===== config.mk =====
export PLATFORM = sky130hd
export DESIGN_NAME = scl_timing_gen
export DESIGN_NICKNAME = d
export VERILOG_FILES = /design/src/rtl/scl_tg_pkg.sv /design/src/rtl/scl_tg_divreg.sv /design/src/rtl/scl_tg_fsm.sv /design/src/rtl/scl_tg_strobe.sv /design/src/rtl/scl_timing_gen.sv
export SDC_FILE = /design/constraint.sdc
export NUM_CORES = 1
export LEC_CHECK = 0
export BUFFER_PORTS_ARGS = -buffer_cell sky130_fd_sc_hd__buf_2
export CAP_MARGIN = 10
export CORE_ASPECT_RATIO = 0.5
export CORE_MARGIN = 2
export CORE_UTILIZATION = 40
export CTS_CLUSTER_DIAMETER = 40
export CTS_CLUSTER_SIZE = 25
export DETAILED_ROUTE_END_ITERATION = 10
export SETUP_SLACK_MARGIN = 0.15
export SLEW_MARGIN = 25
export SYNTH_ARGS = -nofsm -noshare
export SYNTH_HDL_FRONTEND = slang
export SYNTH_SLANG_ARGS = --single-unit

===== constraint.sdc =====
create_clock -name clk_i -period 10.3 [get_ports clk_i]
set_input_delay 2.575 -clock clk_i [delete_from_list [all_inputs] [get_ports clk_i]]
set_output_delay 2.575 -clock clk_i [all_outputs]
set_load 0.02 [all_outputs]

===== src/rtl/scl_tg_pkg.sv =====
package scl_tg_pkg;

  typedef enum logic [1:0] {
    PH_IDLE = 2'd0,
    PH_LOW  = 2'd1,
    PH_HIGH = 2'd2
  } phase_e;

  // per-half field giving a rate at or below the target SCL frequency
  function automatic int unsigned rst_field(input int unsigned clk_hz,
                                            input int unsigned scl_hz);
    int unsigned d;
    d = (clk_hz + 8 * scl_hz - 1) / (8 * scl_hz);
    return (d + 1) / 2;
  endfunction

endpackage


===== src/rtl/scl_tg_divreg.sv =====
module scl_tg_divreg #(
  parameter int unsigned FIELD_W   = 16,
  parameter int unsigned SCALE_LG  = 3,
  parameter int unsigned RST_FIELD = 79,
  localparam int unsigned CW       = FIELD_W + SCALE_LG,
  localparam int unsigned DW       = 2 * FIELD_W
) (
  input  logic          clk_i,
  input  logic          rst_ni,
  input  logic          we_i,
  input  logic [DW-1:0] wdata_i,
  input  logic          load_i,
  output logic [CW-1:0] hi_len_o,
  output logic [CW-1:0] lo_len_o
);

  localparam logic [FIELD_W-1:0] RF = FIELD_W'(RST_FIELD);

  logic [DW-1:0] pend_q;
  logic [DW-1:0] act_q;
  logic [CW-1:0] len [2];

  always_ff @(posedge clk_i or negedge rst_ni) begin
    if (!rst_ni) begin
      pend_q <= {RF, RF};
      act_q  <= {RF, RF};
    end else begin
      if (we_i)   pend_q <= wdata_i;
      if (load_i) act_q  <= pend_q;
    end
  end

  // half 0 = low field, half 1 = high field; zero field acts as one
  for (genvar h = 0; h < 2; h++) begin : g_half
    logic [FIELD_W-1:0] fld;
    logic [FIELD_W-1:0] fld_fix;
    assign fld     = act_q[h*FIELD_W +: FIELD_W];
    assign fld_fix = (fld == '0) ? FIELD_W'(1) : fld;
    assign len[h]  = {fld_fix, {SCALE_LG{1'b0}}};
  end

  assign lo_len_o = len[0];
  assign hi_len_o = len[1];

endmodule


===== src/rtl/scl_tg_fsm.sv =====
module scl_tg_fsm
  import scl_tg_pkg::*;
#(
  parameter int unsigned CW = 19
) (
  input  logic          clk_i,
  input  logic          rst_ni,
  input  logic          en_i,
  input  logic          scl_i,
  input  logic [CW-1:0] hi_len_i,
  input  logic [CW-1:0] lo_len_i,
  output phase_e        phase_o,
  output logic [CW-1:0] cnt_o,
  output logic          load_o
);

  phase_e        ph_q, ph_d;
  logic [CW-1:0] cnt_q, cnt_d;

  always_comb begin
    ph_d   = ph_q;
    cnt_d  = cnt_q;
    load_o = 1'b0;
    unique case (ph_q)
      PH_IDLE: begin
        if (en_i) begin
          ph_d   = PH_LOW;
          cnt_d  = '0;
          load_o = 1'b1;
        end
      end
      PH_LOW: begin
        if (cnt_q == lo_len_i - CW'(1)) begin
          ph_d  = PH_HIGH;
          cnt_d = '0;
        end else begin
          cnt_d = cnt_q + CW'(1);
        end
      end
      PH_HIGH: begin
        if (scl_i) begin
          if (cnt_q == hi_len_i - CW'(1)) begin
            cnt_d = '0;
            if (en_i) begin
              ph_d   = PH_LOW;
              load_o = 1'b1;
            end else begin
              ph_d = PH_IDLE;
            end
          end else begin
            cnt_d = cnt_q + CW'(1);
          end
        end
      end
      default: begin
        ph_d  = PH_IDLE;
        cnt_d = '0;
      end
    endcase
  end

  always_ff @(posedge clk_i or negedge rst_ni) begin
    if (!rst_ni) begin
      ph_q  <= PH_IDLE;
      cnt_q <= '0;
    end else begin
      ph_q  <= ph_d;
      cnt_q <= cnt_d;
    end
  end

  assign phase_o = ph_q;
  assign cnt_o   = cnt_q;


  stretch_stall_chk: assert property (@(posedge clk_i) disable iff (!rst_ni)
    (ph_q == PH_HIGH && !scl_i) |=> (ph_q == PH_HIGH && $stable(cnt_q)));


  low_cnt_range_chk: assert property (@(posedge clk_i) disable iff (!rst_ni)
    (ph_q == PH_LOW) |-> (cnt_q < lo_len_i));

endmodule


===== src/rtl/scl_tg_strobe.sv =====
module scl_tg_strobe
  import scl_tg_pkg::*;
#(
  parameter int unsigned CW = 19
) (
  input  phase_e        phase_i,
  input  logic [CW-1:0] cnt_i,
  input  logic          scl_i,
  input  logic [CW-1:0] hi_len_i,
  input  logic [CW-1:0] lo_len_i,
  output logic          scl_o,
  output logic          sda_chg_o,
  output logic          sda_smp_o,
  output logic          low_start_o
);

  logic in_low, in_high;

  assign in_low      = (phase_i == PH_LOW);
  assign in_high     = (phase_i == PH_HIGH);
  assign scl_o       = !in_low;
  assign low_start_o = in_low && (cnt_i == '0);
  assign sda_chg_o   = in_low && (cnt_i == (lo_len_i >> 1));
  assign sda_smp_o   = in_high && scl_i && (cnt_i == (hi_len_i >> 1));

endmodule


===== src/rtl/scl_timing_gen.sv =====
module scl_timing_gen
  import scl_tg_pkg::*;
#(
  parameter int unsigned FIELD_W  = 16,
  parameter int unsigned SCALE_LG = 3,
  parameter int unsigned CLK_HZ   = 125_000_000,
  parameter int unsigned SCL_HZ   = 100_000
) (
  input  logic                 clk_i,
  input  logic                 rst_ni,
  input  logic                 en_i,
  input  logic                 div_we_i,
  input  logic [2*FIELD_W-1:0] div_wdata_i,
  input  logic                 scl_i,
  output logic                 scl_o,
  output logic                 sda_chg_o,
  output logic                 sda_smp_o,
  output logic                 low_start_o
);

  localparam int unsigned CW        = FIELD_W + SCALE_LG;
  localparam int unsigned RST_FIELD = rst_field(CLK_HZ, SCL_HZ);

  phase_e        phase;
  logic [CW-1:0] cnt;
  logic [CW-1:0] hi_len, lo_len;
  logic          load;

  scl_tg_divreg #(
    .FIELD_W  (FIELD_W),
    .SCALE_LG (SCALE_LG),
    .RST_FIELD(RST_FIELD)
  ) i_divreg (
    .clk_i   (clk_i),
    .rst_ni  (rst_ni),
    .we_i    (div_we_i),
    .wdata_i (div_wdata_i),
    .load_i  (load),
    .hi_len_o(hi_len),
    .lo_len_o(lo_len)
  );

  scl_tg_fsm #(.CW(CW)) i_fsm (
    .clk_i   (clk_i),
    .rst_ni  (rst_ni),
    .en_i    (en_i),
    .scl_i   (scl_i),
    .hi_len_i(hi_len),
    .lo_len_i(lo_len),
    .phase_o (phase),
    .cnt_o   (cnt),
    .load_o  (load)
  );

  scl_tg_strobe #(.CW(CW)) i_strobe (
    .phase_i    (phase),
    .cnt_i      (cnt),
    .scl_i      (scl_i),
    .hi_len_i   (hi_len),
    .lo_len_i   (lo_len),
    .scl_o      (scl_o),
    .sda_chg_o  (sda_chg_o),
    .sda_smp_o  (sda_smp_o),
    .low_start_o(low_start_o)
  );


  idle_quiet_chk: assert property (@(posedge clk_i) disable iff (!rst_ni)
    (phase == PH_IDLE) |-> (scl_o && !sda_chg_o && !sda_smp_o && !low_start_o));


  en_launch_chk: assert property (@(posedge clk_i) disable iff (!rst_ni)
    (phase == PH_IDLE && en_i) |=> (!scl_o && low_start_o));


  div_hold_chk: assert property (@(posedge clk_i) disable iff (!rst_ni)
    (phase != PH_IDLE && !load) |=> ($stable(hi_len) && $stable(lo_len)));


  chg_single_chk: assert property (@(posedge clk_i) disable iff (!rst_ni)
    sda_chg_o |=> !sda_chg_o);


  smp_in_high_chk: assert property (@(posedge clk_i) disable iff (!rst_ni)
    sda_smp_o |-> (scl_o && scl_i));

endmodule


==> results of run 1 <==
-- cells by family after synthesis --
family,share of synthesized area (%)
mux,14.9
compound gates,8.04
fa+ha+maj,1.84
buf+inv,3.82
xor+xnor,11.9
flops,39.6
simple gates,20.0
-- power breakdown --
| group | total, W | internal (W) | switching, W |
|---|---|---|---|
| sequential | 0.000585 | 0.000438 | 0.000148 |
| combinational | 0.000538 | 0.000268 | 0.000270 |
| clock | 0.000375 | 0.000238 | 0.000137 |
-- layout by cell type (no fill, tap or decap), types with 9 or more instances in the layout --
master     Yosys  final
mux2_2        65     65
dfrtp_1       65     65
nand2_1       50     50
buf_2          7     39
xnor2_1       38     38
xor2_1        33     33
nor2_1        31     31
dfstp_2       20     20
nor3_1        19     19
o21ai_0       17     17
nor4_1        16     16
nand3_1       15     15
o22ai_1       14     14
inv_1         12     12
nor2b_1       11     11
and3_1         9      9
clkbuf_16      0      9
-- state kept, by name, indices dropped and copies added, names as in the netlist --
signal,flops
i_divreg.act_q,32
i_divreg.pend_q,32
i_fsm.cnt_o,19
i_fsm.phase_o,2
-- cell type report --
| class | count | area share (%) |
|---|---|---|
| well taps | 176 | 3.63 |
| multi-input cells | 419 | 50.8 |
| inverters | 12 | 0.743 |
| repair buffers | 42 | 3.65 |
| clock inverters | 7 | 1.98 |
| flip-flops and latches | 85 | 35.5 |
| clock buffers | 9 | 3.72 |
-- routing by layer --
| layer | wire, µm | vias up | track usage (%) |
|---|---|---|---|
| met5 | 0 | - | 0 |
| met4 | 140 | 0 | 6.19 |
| met3 | 617 | 12 | 4.47 |
| met2 | 5300 | 86 | 26.5 |
| met1 | 6530 | 2001 | 27.9 |
| li1 | - | 2020 | - |
-- stage by stage --
stage | setup slack, ns | cell area, µm² | power (W)
after floorplan | 4.04 | 5430 | 0.000988
after global placement | 4.01 | 5710 | 0.00111
after detailed placement | 3.99 | 5720 | 0.00112
after CTS | 3.99 | 6060 | 0.00150
after global routing | 3.85 | 6060 | 0.00160
final | 4.01 | 6060 | 0.00150
-- cell usage after synthesis (all sizes together), types with 3 or more instances --
library cell,number
dfrtp,65
a21oi,8
nor4b,3
mux2,66
clkbuf,29
a211oi,4
nand2,50
nand4,8
or4,6
dfstp,20
xnor2,38
nor2b,11
nor4,18
o21ai,18
nand2b,3
xor2,33
or4b,3
buf,12
nand3b,3
mux2i,6
ha,8
and3,9
nor2,31
or2,3
o22ai,14
nand4b,3
and2,6
or3,5
inv,12
nand3,15
nor3,19
-- worst min-delay path by stage --
stage	slack, ns	from	endpoint	depth (start not counted)
CTS	0.50	i_divreg.pend_q[12]	i_divreg.act_q[12]	1
finish	0.50	i_divreg.pend_q[12]	i_divreg.act_q[12]	1
detailed placement	0.49	i_divreg.pend_q[12]	i_divreg.act_q[12]	1
floorplan	0.48	i_divreg.pend_q[10]	i_divreg.act_q[10]	1
global placement	0.49	i_divreg.pend_q[21]	i_divreg.act_q[21]	1
global route	0.52	i_divreg.pend_q[7]	i_divreg.act_q[7]	1
-- worst max-delay path: cells and delay by family --
kind,cells,cell delay [ns]
buffers and inverters,2,0.34
AND/OR/NAND/NOR,4,0.80
==> metrics.md, run 1 <==
| Metric | Value |
|---|---|
| Status | `finished clean` |
| CTS Hold Buffers Added | `0` |
| First-pass GRT wire length | `~21 mm` |
| Post-synthesis sequential area ratio | `39.6%` |
| Cell Pwr Density | `247 nW/µm²` |
| Gpl congestion | `around 0.9` |
| Area occupied by multi-input gates | `~3100 µm²` |
| Synth cell types | `58` |
| Fmax achieved | `~160 MHz` |
| Worst setup path category | `in -> out` |
| CP max-delay cell | `nor4_1` |
| Pin count of the biggest net entering global routing | `86` |
| Worst-margin pin slew | `0.759 ns` |
| Most used cell, CP | `buf_2` |
| H-tree depth | `3` |
| VDD IR-drop max | `0.0000958 V` |
| Post-CTS Resized | `0` |
| CTS sink cnt | `85` |
| Num rows | `30` |
| Antenna violation net count after detailed routing | `0` |
| Min-delay worst type | `reg -> reg` |
| Mapped Cells | `557` |
| Via count | `roughly 4100` |
| Per-cell routed wire length | `16.8 µm` |
| Endpoints failing hold | `0` |
| EDFF count, synth | `0` |
| Core Area | `13400 µm²` |
| WHS | `0.498 ns` |
| # Post-CTS Setup Buffers | `0` |
| Antenna cell count | `0` |
| Largest cells by area after synthesis | `dfrtp_1 30%, mux2_2 13%, dfstp_2 9.7%` |
| Vias in the first global route | `3935` |
| CTS tree | `yes` |
| Max Cap Violations | `0` |
| Fin crit share | `61.1%` |
| Tot GR Track Use | `18.7%` |
| Die Ht | `86.4 µm` |
| Top cell type's share of synthesized area | `29.9%` |
| Clk slew on worst S/H paths | `0.06 ns` |
| CTS buffer count | `9` |
| Setup TNS | `0 ns` |
| Mapped Avg Cell Area | `9.76 µm²` |
| Initial Util | `between 40% and 50%` |
| RSZ-0062 raised after global routing | `false` |
| Synth Flop Type | `dfrtp_1` |
| Critical path origin | `scl_i` |
| CTS Buffer Depth | `2` |
| Skew-Pair Late Insertion Delay | `0.34 ns` |
| Final setup viols | `0` |
| WL final | `12.6 mm` |
| Initial antenna violation count | `0` |
| Non-Filler Instances | `750` |
| Ports | `a little over 40` |
| RR Endpoint | `i_fsm.cnt_o[3]` |
| Chip width | `169 µm` |
| Tmin final | `between 6 and 7 ns` |
| Worst R2R Start | `i_divreg.act_q[27]` |
| Relative slew slack | `approximately 49%` |
| GRT overflow | `0` |
| Synth Cell Area | `roughly 5400 µm²` |
| Nets | `614` |
| R2R setup slack | `5.12 ns` |
| Synth Warn # | `0` |
| Max Slew Vio Count | `0` |
| Critical Path Max Stage Delay | `0.36 ns` |
| Cell chain of the critical path | `buf_2 -> nand2_1 -> nor4b_1 -> nand4_1 -> nor4_1 -> buf_2` |
| FF+latch count, synth | `85` |
| Final core occ | `between 40% and 50%` |
| Die area | `~15000 µm²` |
| Layout cell share with drive strength beyond 1 | `27.2%` |
| Async SR Flop Fraction | `100%` |
| Req. time, crit path | `7.73 ns` |
| CP Max Fanout | `2` |
| Clk_skew | `0.00691 ns` |
| Root Driver | `clkbuf_16` |
| Number of I/O port buffers | `40` |
| Storage cell area | `2150 µm²` |
| Filler Cell Count | `1260` |
| Leak | `around 2.5 nW` |
| End point of the critical path | `sda_smp_o` |
| Startpoint Class | `input pin` |
| Via density | `about 5.5` |
| Dpl hpwl | `9.02 mm` |
| DRC violations left | `0` |
| Layout Area Growth over Synthesis | `11.6%` |
| Cells on worst reg2reg path | `11` |
| CP Capture Type | `primary output` |
| Placed insts | `734` |
| Yosys top cell by area | `dfrtp_1` |
| Starting DRT DRC Count | `299` |
| DR pass1 iterations | `4` |
| Syn_nets | `602` |
| WP data arrival | `3.72 ns` |
Note: power is estimated with default switching activity, not from simulation.
==> run 2, diff against run 1 <==
Clock period 10.3 ns to 5.4 ns, I/O delays scaled along.
==> run 2 against run 1 <==
Against the previous run:
- design area increased by 0.17%
- combinational power increased by 91%
- register-to-register slack got worse by 4.5 ns
- non-clock buffer count increased by 2
- critical path type is now reg -> reg
==> metrics.md, run 2 (synthesis gave the netlist of run 1 again) <==
| Metric | Value |
|---|---|
| Status | `finished clean (unchanged)` |
| First-pass GRT wire length | `21.6 mm (was 21.3 mm)` |
| CTS tree | `yes (unchanged)` |
| # Post-CTS Setup Buffers | `0 (unchanged)` |
| Layout cell share with drive strength beyond 1 | `27.3% (was 27.2%)` |
| Num rows | `30 (unchanged)` |
| WP data arrival | `4.98 ns (was 3.72 ns)` |
| Delay-heaviest family, CP | `compound AO/OA/AOI/OAI gates (was simple AND/OR/NAND/NOR gates)` |
| Relative slew slack | `49.6% (was 49.4%)` |
| Initial Util | `40.6% (unchanged)` |
| Max Slew Vio Count | `0 (unchanged)` |
| Nets | `616 (was 614)` |
| Req. time, crit path | `5.61 ns (was 7.73 ns)` |
| Tot GR Track Use | `19.0% (was 18.7%)` |
| Reg power frac | `39.2% (was 39.1%)` |
| WL final | `12.7 mm (was 12.6 mm)` |
| Antenna cell count | `0 (unchanged)` |
| Per-cell routed wire length | `16.9 µm (was 16.8 µm)` |
| Dpl hpwl | `9.14 mm (was 9.02 mm)` |
| Number of I/O port buffers | `40 (unchanged)` |
| Internal power | `0.00180 W (was 0.000944 W)` |
| Buffers & Inverters on Critical Path | `2 (unchanged)` |
| Antenna violation net count after detailed routing | `0 (unchanged)` |
| Skew-Pair Late Insertion Delay | `0.34 ns (about the same)` |
| Clk_skew | `0.00723 ns (was 0.00691 ns)` |
| Final core occ | `45.3% (was 45.2%)` |
| CP Max Fanout | `9 (was 2)` |
| Via count | `4181 (was 4119)` |
| CTS Hold Buffers Added | `0 (unchanged)` |
| Tmin final | `4.77 ns` |
| DRC violations left | `0 (unchanged)` |
| Filler Cell Count | `1281 (was 1260)` |
| Die Ht | `86.4 µm (unchanged)` |
| RSZ-0062 raised after global routing | `false (unchanged)` |
| CTS Buffer Depth | `2 (unchanged)` |
| Pin count of the biggest net entering global routing | `86 (unchanged)` |
| Min-delay worst type | `reg -> reg (unchanged)` |
| VDD IR-drop max | `0.000222 V (was 0.0000958 V)` |
| Worst-margin pin slew | `0.757 ns (was 0.759 ns)` |
| H-tree depth | `3 (unchanged)` |
| Comb pwr share | `35.9% (about the same)` |
| Layout Area Growth over Synthesis | `11.7% (was 11.6%)` |
| Chip width | `169 µm (unchanged)` |
| Endpoints failing hold | `0 (unchanged)` |
| Max Cap Violations | `0 (unchanged)` |
| Final setup viols | `0 (unchanged)` |
| Ports | `41 (unchanged)` |
| Psw | `0.00105 W (was 0.000554 W)` |
| Cell chain of the critical path | `or4_1 -> nor4_2 -> buf_4 -> a31oi_1 -> ha_1 -> or4b_2 -> nor4_1 -> xnor2_1 -> a2111oi_0 -> nand2_1 -> o41a_1 -> buf_4 -> o21ai_0 -> o221ai_1 (was buf_2 -> nand2_1 -> nor4b_1 -> nand4_1 -> nor4_1 -> buf_2)` |
| Critical Path Max Stage Delay | `0.70 ns (was 0.36 ns)` |
| Root Driver | `clkbuf_16 (unchanged)` |
| Core Area | `13400 µm² (unchanged)` |
| Via density | `5.56 (was 5.49)` |
| Commonest non-fill, non-tap cells in the layout | `65 x mux2_2, 65 x dfrtp_1, 50 x nand2_1, 39 x buf_2, 38 x xnor2_1 (unchanged)` |
| CTS sink cnt | `85 (unchanged)` |
| CTS buffer count | `9 (unchanged)` |
| Setup TNS | `0 ns (unchanged)` |
| CP max-delay cell | `or4b_2 (was nor4_1)` |
| Die area | `14600 µm² (unchanged)` |
| CP Capture Type | `register (was primary output)` |
| Worst setup path category | `reg -> reg (was in -> out)` |
| Clk slew on worst S/H paths | `0.06 ns (about the same)` |
| Gpl congestion | `0.896 (was 0.895)` |
| Post-CTS Resized | `0 (unchanged)` |
| GRT overflow | `0 (unchanged)` |
| Fmax achieved | `210 MHz` |
| Fin crit share | `88.3%` |
| Starting DRT DRC Count | `294 (was 299)` |
| Switching share of total power | `36.9% (was 37.0%)` |
| Most used cell, CP | `buf_4 (was buf_2)` |
| Leak | `2.49 nW (about the same)` |
| Clock Power Share | `24.9% (was 25.0%)` |
| Initial antenna violation count | `0 (unchanged)` |
| Vias in the first global route | `4049 (was 3935)` |
| Startpoint Class | `register (was input pin)` |
| Cell Pwr Density | `470 nW/µm² (was 247 nW/µm²)` |
| DR pass1 iterations | `5 (was 4)` |
run 2: cell types whose count changed in the layout (fill, tap and decap cells not counted):
| cell | change |
|---|---|
| inv_6 | -1 |
| buf_4 | +2 |
| clkbuf_1 | +1 |
run 2: power groups by stage:
stage	combinational [W]	clock (W)	sequential, W
floorplan	0.000923	0	0.000961
global placement	0.00101	0	0.00112
detailed placement	0.00102	0	0.00113
CTS	0.00102	0.000727	0.00112
global route	0.00115	0.000748	0.00116
finish	0.00103	0.000709	0.00112
run 2: metal layers:
layer  wire length, µm  part of all wire [%]  global-route usage [%]
met5                 0                     0                       0
met3               778                   6.1                    3.56
met2              5200                    41                    28.4
met4               232                   1.8                    5.96
met1              6510                    51                    28.0
run 2: path summary, 6_finish.rpt:
kind	depth (start not counted)	slack [ns]	to	from
worst min register to register	1	0.50	i_divreg.act_q[30]	i_divreg.pend_q[30]
worst max register to register	14	0.63	i_fsm.cnt_o[3]	i_divreg.act_q[22]
worst max-delay path	14	0.63	i_fsm.cnt_o[3]	i_divreg.act_q[22]
max in group asynchronous	1	3.83	i_fsm.cnt_o[3]	rst_ni
worst min-delay path	1	0.50	i_divreg.act_q[30]	i_divreg.pend_q[30]
min in group asynchronous	1	1.06	i_divreg.pend_q[15]	rst_ni
run 2: worst register-to-register path, stage by stage (launching register included):
cell and delay, ns:
dfstp_2 0.60, or4_1 0.26, nor4_2 0.06, buf_4 0.16
a31oi_1 0.43, ha_1 0.32, or4b_2 0.70, nor4_1 0.33
xnor2_1 0.15, a2111oi_0 0.47, nand2_1 0.10, o41a_1 0.53
buf_4 0.22, o21ai_0 0.17, o221ai_1 0.13
run 2: cell type report:
cell class	count	area, µm²	area share, %
sequential	85	2150	35.4
inverter	12	45.0	0.742
tap	176	220	3.63
multi-input combinational	419	3080	50.7
clock buffer	10	229	3.77
clock inverter	6	111	1.83
timing repair buffer	44	236	3.89
run 2: stage by stage:
stage	std cells	hold WS (ns)	total power, W	cell area, µm²	setup slack, ns
5_1_grt	752	0.527	0.00305	6070	0.295
3_3_place_gp	736	0.485	0.00213	5730	0.838
4_1_cts	752	0.504	0.00287	6070	0.680
3_5_place_dp	736	0.491	0.00215	5730	0.637
6_report	752	0.500	0.00285	6070	0.630
2_1_floorplan	557	0.477	0.00188	5430	1.05
==> run 3, diff against run 2 <==
Settings changed: CORE_UTILIZATION 40 to 49, PLACE_DENSITY set to 0.67.
Clock period 5.4 ns to 4.7 ns, I/O delays scaled along.
==> run 3 against run 2 <==
Against the previous run:
- combinational power increased by 19%
- sequential power increased by 14%
- critical path depth decreased by 1
- setup slack got worse by 0.27 ns
- clock skew about the same
- register-to-register slack got worse by 0.27 ns
- largest cell class unchanged
- global-route usage increased by 3.3 points
- sequential share of layout area about the same
- worst hold slack improved by 0.0066 ns
- non-clock buffer count increased by 2
==> metrics.md, run 3 (synthesis gave the netlist of run 1 again) <==
| Metric | Value |
|---|---|
| Gpl congestion | `0.899 (was 0.896)` |
| Setup TNS | `0 ns (unchanged)` |
| Buffers & Inverters on Critical Path | `1 (was 2)` |
| Per-cell routed wire length | `17.3 µm (was 16.9 µm)` |
| Critical Path Max Stage Delay | `0.56 ns (was 0.70 ns)` |
| CTS Hold Buffers Added | `0 (unchanged)` |
| Setup WS pre-CTS | `0.169 ns (was 0.637 ns)` |
| Final setup viols | `0 (unchanged)` |
| CP Capture Type | `register (unchanged)` |
| CTS buffer count | `9 (unchanged)` |
| Via count | `4215 (was 4181)` |
| RSZ-0062 raised after global routing | `false (unchanged)` |
| Cells on worst reg2reg path | `13 (was 14)` |
| DR pass1 iterations | `4 (was 5)` |
| Hold Path Stages | `1 (unchanged)` |
| Nets | `618 (was 616)` |
| Dpl hpwl | `8.75 mm (was 9.14 mm)` |
| Via density | `5.83 (was 5.56)` |
| Layout cell share with drive strength beyond 1 | `28.5% (was 27.3%)` |
| CP max-delay cell | `dfrtp_1 (was or4b_2)` |
| Worst setup path category | `reg -> reg (unchanged)` |
| Area after DPL | `5710 µm² (was 5730 µm²)` |
| Max Cap Violations | `0 (unchanged)` |
| CP Depth | `13 (was 14)` |
| Area occupied by multi-input gates | `3110 µm² (was 3080 µm²)` |
| Status | `finished clean (unchanged)` |
| Leak | `2.51 nW (was 2.49 nW)` |
| Worst-margin pin slew | `0.772 ns (was 0.757 ns)` |
| Initial antenna violation count | `0 (unchanged)` |
| Core Area | `10900 µm² (was 13400 µm²)` |
| Clk_skew | `0.00702 ns (was 0.00723 ns)` |
| Tmin final | `4.34 ns (was 4.77 ns)` |
| Max Slew Vio Count | `0 (unchanged)` |
| Die Ht | `78.5 µm (was 86.4 µm)` |
| Antenna cell count | `0 (unchanged)` |
| R2R setup slack | `0.36 ns (was 0.63 ns)` |
| CP Max Fanout | `9 (unchanged)` |
| Ports | `41 (unchanged)` |
| Endpoints failing hold | `0 (unchanged)` |
| Hold-critical path endpoint | `i_divreg.act_q[5] (was i_divreg.act_q[30])` |
| GRT overflow | `0 (unchanged)` |
| Worst R2R Start | `i_divreg.act_q[8] (was i_divreg.act_q[22])` |
| Cell chain of the critical path | `nor4_2 -> buf_4 -> and3_1 -> a21oi_1 -> ha_1 -> or3b_2 -> nor3_1 -> xnor2_1 -> nor4b_1 -> nand3_1 -> or4_1 -> a221o_1 -> mux2_4 (was or4_1 -> nor4_2 -> buf_4 -> a31oi_1 -> ha_1 -> or4b_2 -> nor4_1 -> xnor2_1 -> a2111oi_0 -> nand2_1 -> o41a_1 -> buf_4 -> o21ai_0 -> o221ai_1)` |
| Commonest non-fill, non-tap cells in the layout | `65 x mux2_2, 65 x dfrtp_1, 50 x nand2_1, 39 x buf_2, 38 x xnor2_1 (unchanged)` |
| WP data arrival | `4.57 ns (was 4.98 ns)` |
| H-tree depth | `3 (unchanged)` |
| Finished Cell Area | `6070 µm² (about the same)` |
| Req. time, crit path | `4.94 ns (was 5.61 ns)` |
| Chip width | `153 µm (was 169 µm)` |
| Num rows | `27 (was 30)` |
| Worst Setup Slack, final | `0.365 ns (was 0.630 ns)` |
| Die area | `12000 µm² (was 14600 µm²)` |
| Vias in the first global route | `3883 (was 4049)` |
| VDD IR-drop max | `0.000243 V (was 0.000222 V)` |
| CTS Buffer Depth | `2 (unchanged)` |
| RR Endpoint | `i_fsm.phase_o[0] (was i_fsm.cnt_o[3])` |
| CTS sink cnt | `85 (unchanged)` |
| Root Driver | `clkbuf_16 (unchanged)` |
| Skew-Pair Late Insertion Delay | `0.35 ns (was 0.34 ns)` |
| Fmax achieved | `231 MHz (was 210 MHz)` |
| Fin crit share | `92.2% (was 88.3%)` |
| Clk slew on worst S/H paths | `0.07 ns (was 0.06 ns)` |
| Cell Pwr Density | `543 nW/µm² (was 470 nW/µm²)` |
| DRC violations left | `0 (unchanged)` |
| # Post-CTS Setup Buffers | `0 (unchanged)` |
| Final core occ | `55.6% (was 45.3%)` |
| Delay-heaviest family, CP | `simple AND/OR/NAND/NOR gates (was compound AO/OA/AOI/OAI gates)` |
| CTS tree | `yes (unchanged)` |
| WHS | `0.506 ns (was 0.500 ns)` |
| Starting DRT DRC Count | `358 (was 294)` |
| Startpoint Class | `register (unchanged)` |
| Initial Util | `49.8% (was 40.6%)` |
| Number of I/O port buffers | `40 (unchanged)` |
| Relative slew slack | `48.5% (was 49.6%)` |
| Pin count of the biggest net entering global routing | `86 (unchanged)` |
| Hold path startpoint | `i_divreg.pend_q[5] (was i_divreg.pend_q[30])` |
| Tot GR Track Use | `22.3% (was 19.0%)` |
| Filler Cell Count | `963 (was 1281)` |
| Layout Area Growth over Synthesis | `11.7% (about the same)` |
| Min-delay worst type | `reg -> reg (unchanged)` |
| Storage cell area | `2150 µm² (unchanged)` |
| First-pass GRT wire length | `21.1 mm (was 21.6 mm)` |
| WL final | `12.5 mm (was 12.7 mm)` |
| Antenna violation net count after detailed routing | `0 (unchanged)` |
run 3: power breakdown:
| group | switching [W] | leakage, nW | internal, W |
|---|---|---|---|
| registers | 0.000326 | 1.02 | 0.000958 |
| clock network | 0.000312 | 0.159 | 0.000474 |
| logic | 0.000618 | 1.33 | 0.000608 |
| total | 0.00126 | 2.51 | 0.00204 |
run 3: what timing repair did:
action / CTS / global route
endpoints found under the hold margin: 0 / 0
gates resized for setup: 1 / 6
gates cloned: 0 / 0
endpoints found under the setup margin: 1 / 53
run 3: cell type report:
| class | instances | area share, % |
|---|---|---|
| Inverter | 12 | 0.742 |
| Clock buffer | 9 | 3.71 |
| Multi-Input combinational cell | 419 | 51.2 |
| Sequential cell | 85 | 35.5 |
| Clock inverter | 7 | 1.73 |
| Timing Repair Buffer | 46 | 4.14 |
| Tap cell | 145 | 2.99 |
run 3: worst reg2reg max path, stage by stage (launching register included):
cell and delay [ns]:
dfrtp_1 0.56, nor4_2 0.08, buf_4 0.16, and3_1 0.19
a21oi_1 0.27, ha_1 0.25, or3b_2 0.48, nor3_1 0.19
xnor2_1 0.11, nor4b_1 0.48, nand3_1 0.16, or4_1 0.57
a221o_1 0.43, mux2_4 0.31
run 3: how the worst max path moves through the flow:
| stage | start | end | slack [ns] |
|---|---|---|---|
| floorplan | i_divreg.act_q[27] | i_fsm.cnt_o[10] | 0.35 |
| global placement | i_divreg.act_q[27] | i_fsm.cnt_o[3] | 0.24 |
| detailed placement | i_divreg.act_q[22] | i_fsm.cnt_o[3] | 0.17 |
| CTS | i_divreg.act_q[27] | i_fsm.cnt_o[3] | 0.21 |
| global route | i_divreg.act_q[22] | i_fsm.cnt_o[3] | 0.16 |
| finish | i_divreg.act_q[8] | i_fsm.phase_o[0] | 0.36 |
run 3: metrics by stage:
step           std cells  total power (W)
5_1_grt              723          0.00351
4_1_cts              723          0.00328
6_report             723          0.00330
3_5_place_dp         707          0.00248
3_3_place_gp         707          0.00245
2_1_floorplan        557          0.00216
run 3: per-layer routing:
metal | global-route usage (%) | part of all wire, % | vias to the layer above | wire length (µm)
met5 | 0 | 0 | - | 0
met4 | 6.48 | 1.3 | 0 | 160
met3 | 5.19 | 5.9 | 16 | 744
met2 | 31.6 | 41 | 111 | 5140
met1 | 33.7 | 52 | 2060 | 6460
li1 | - | - | 2028 | -
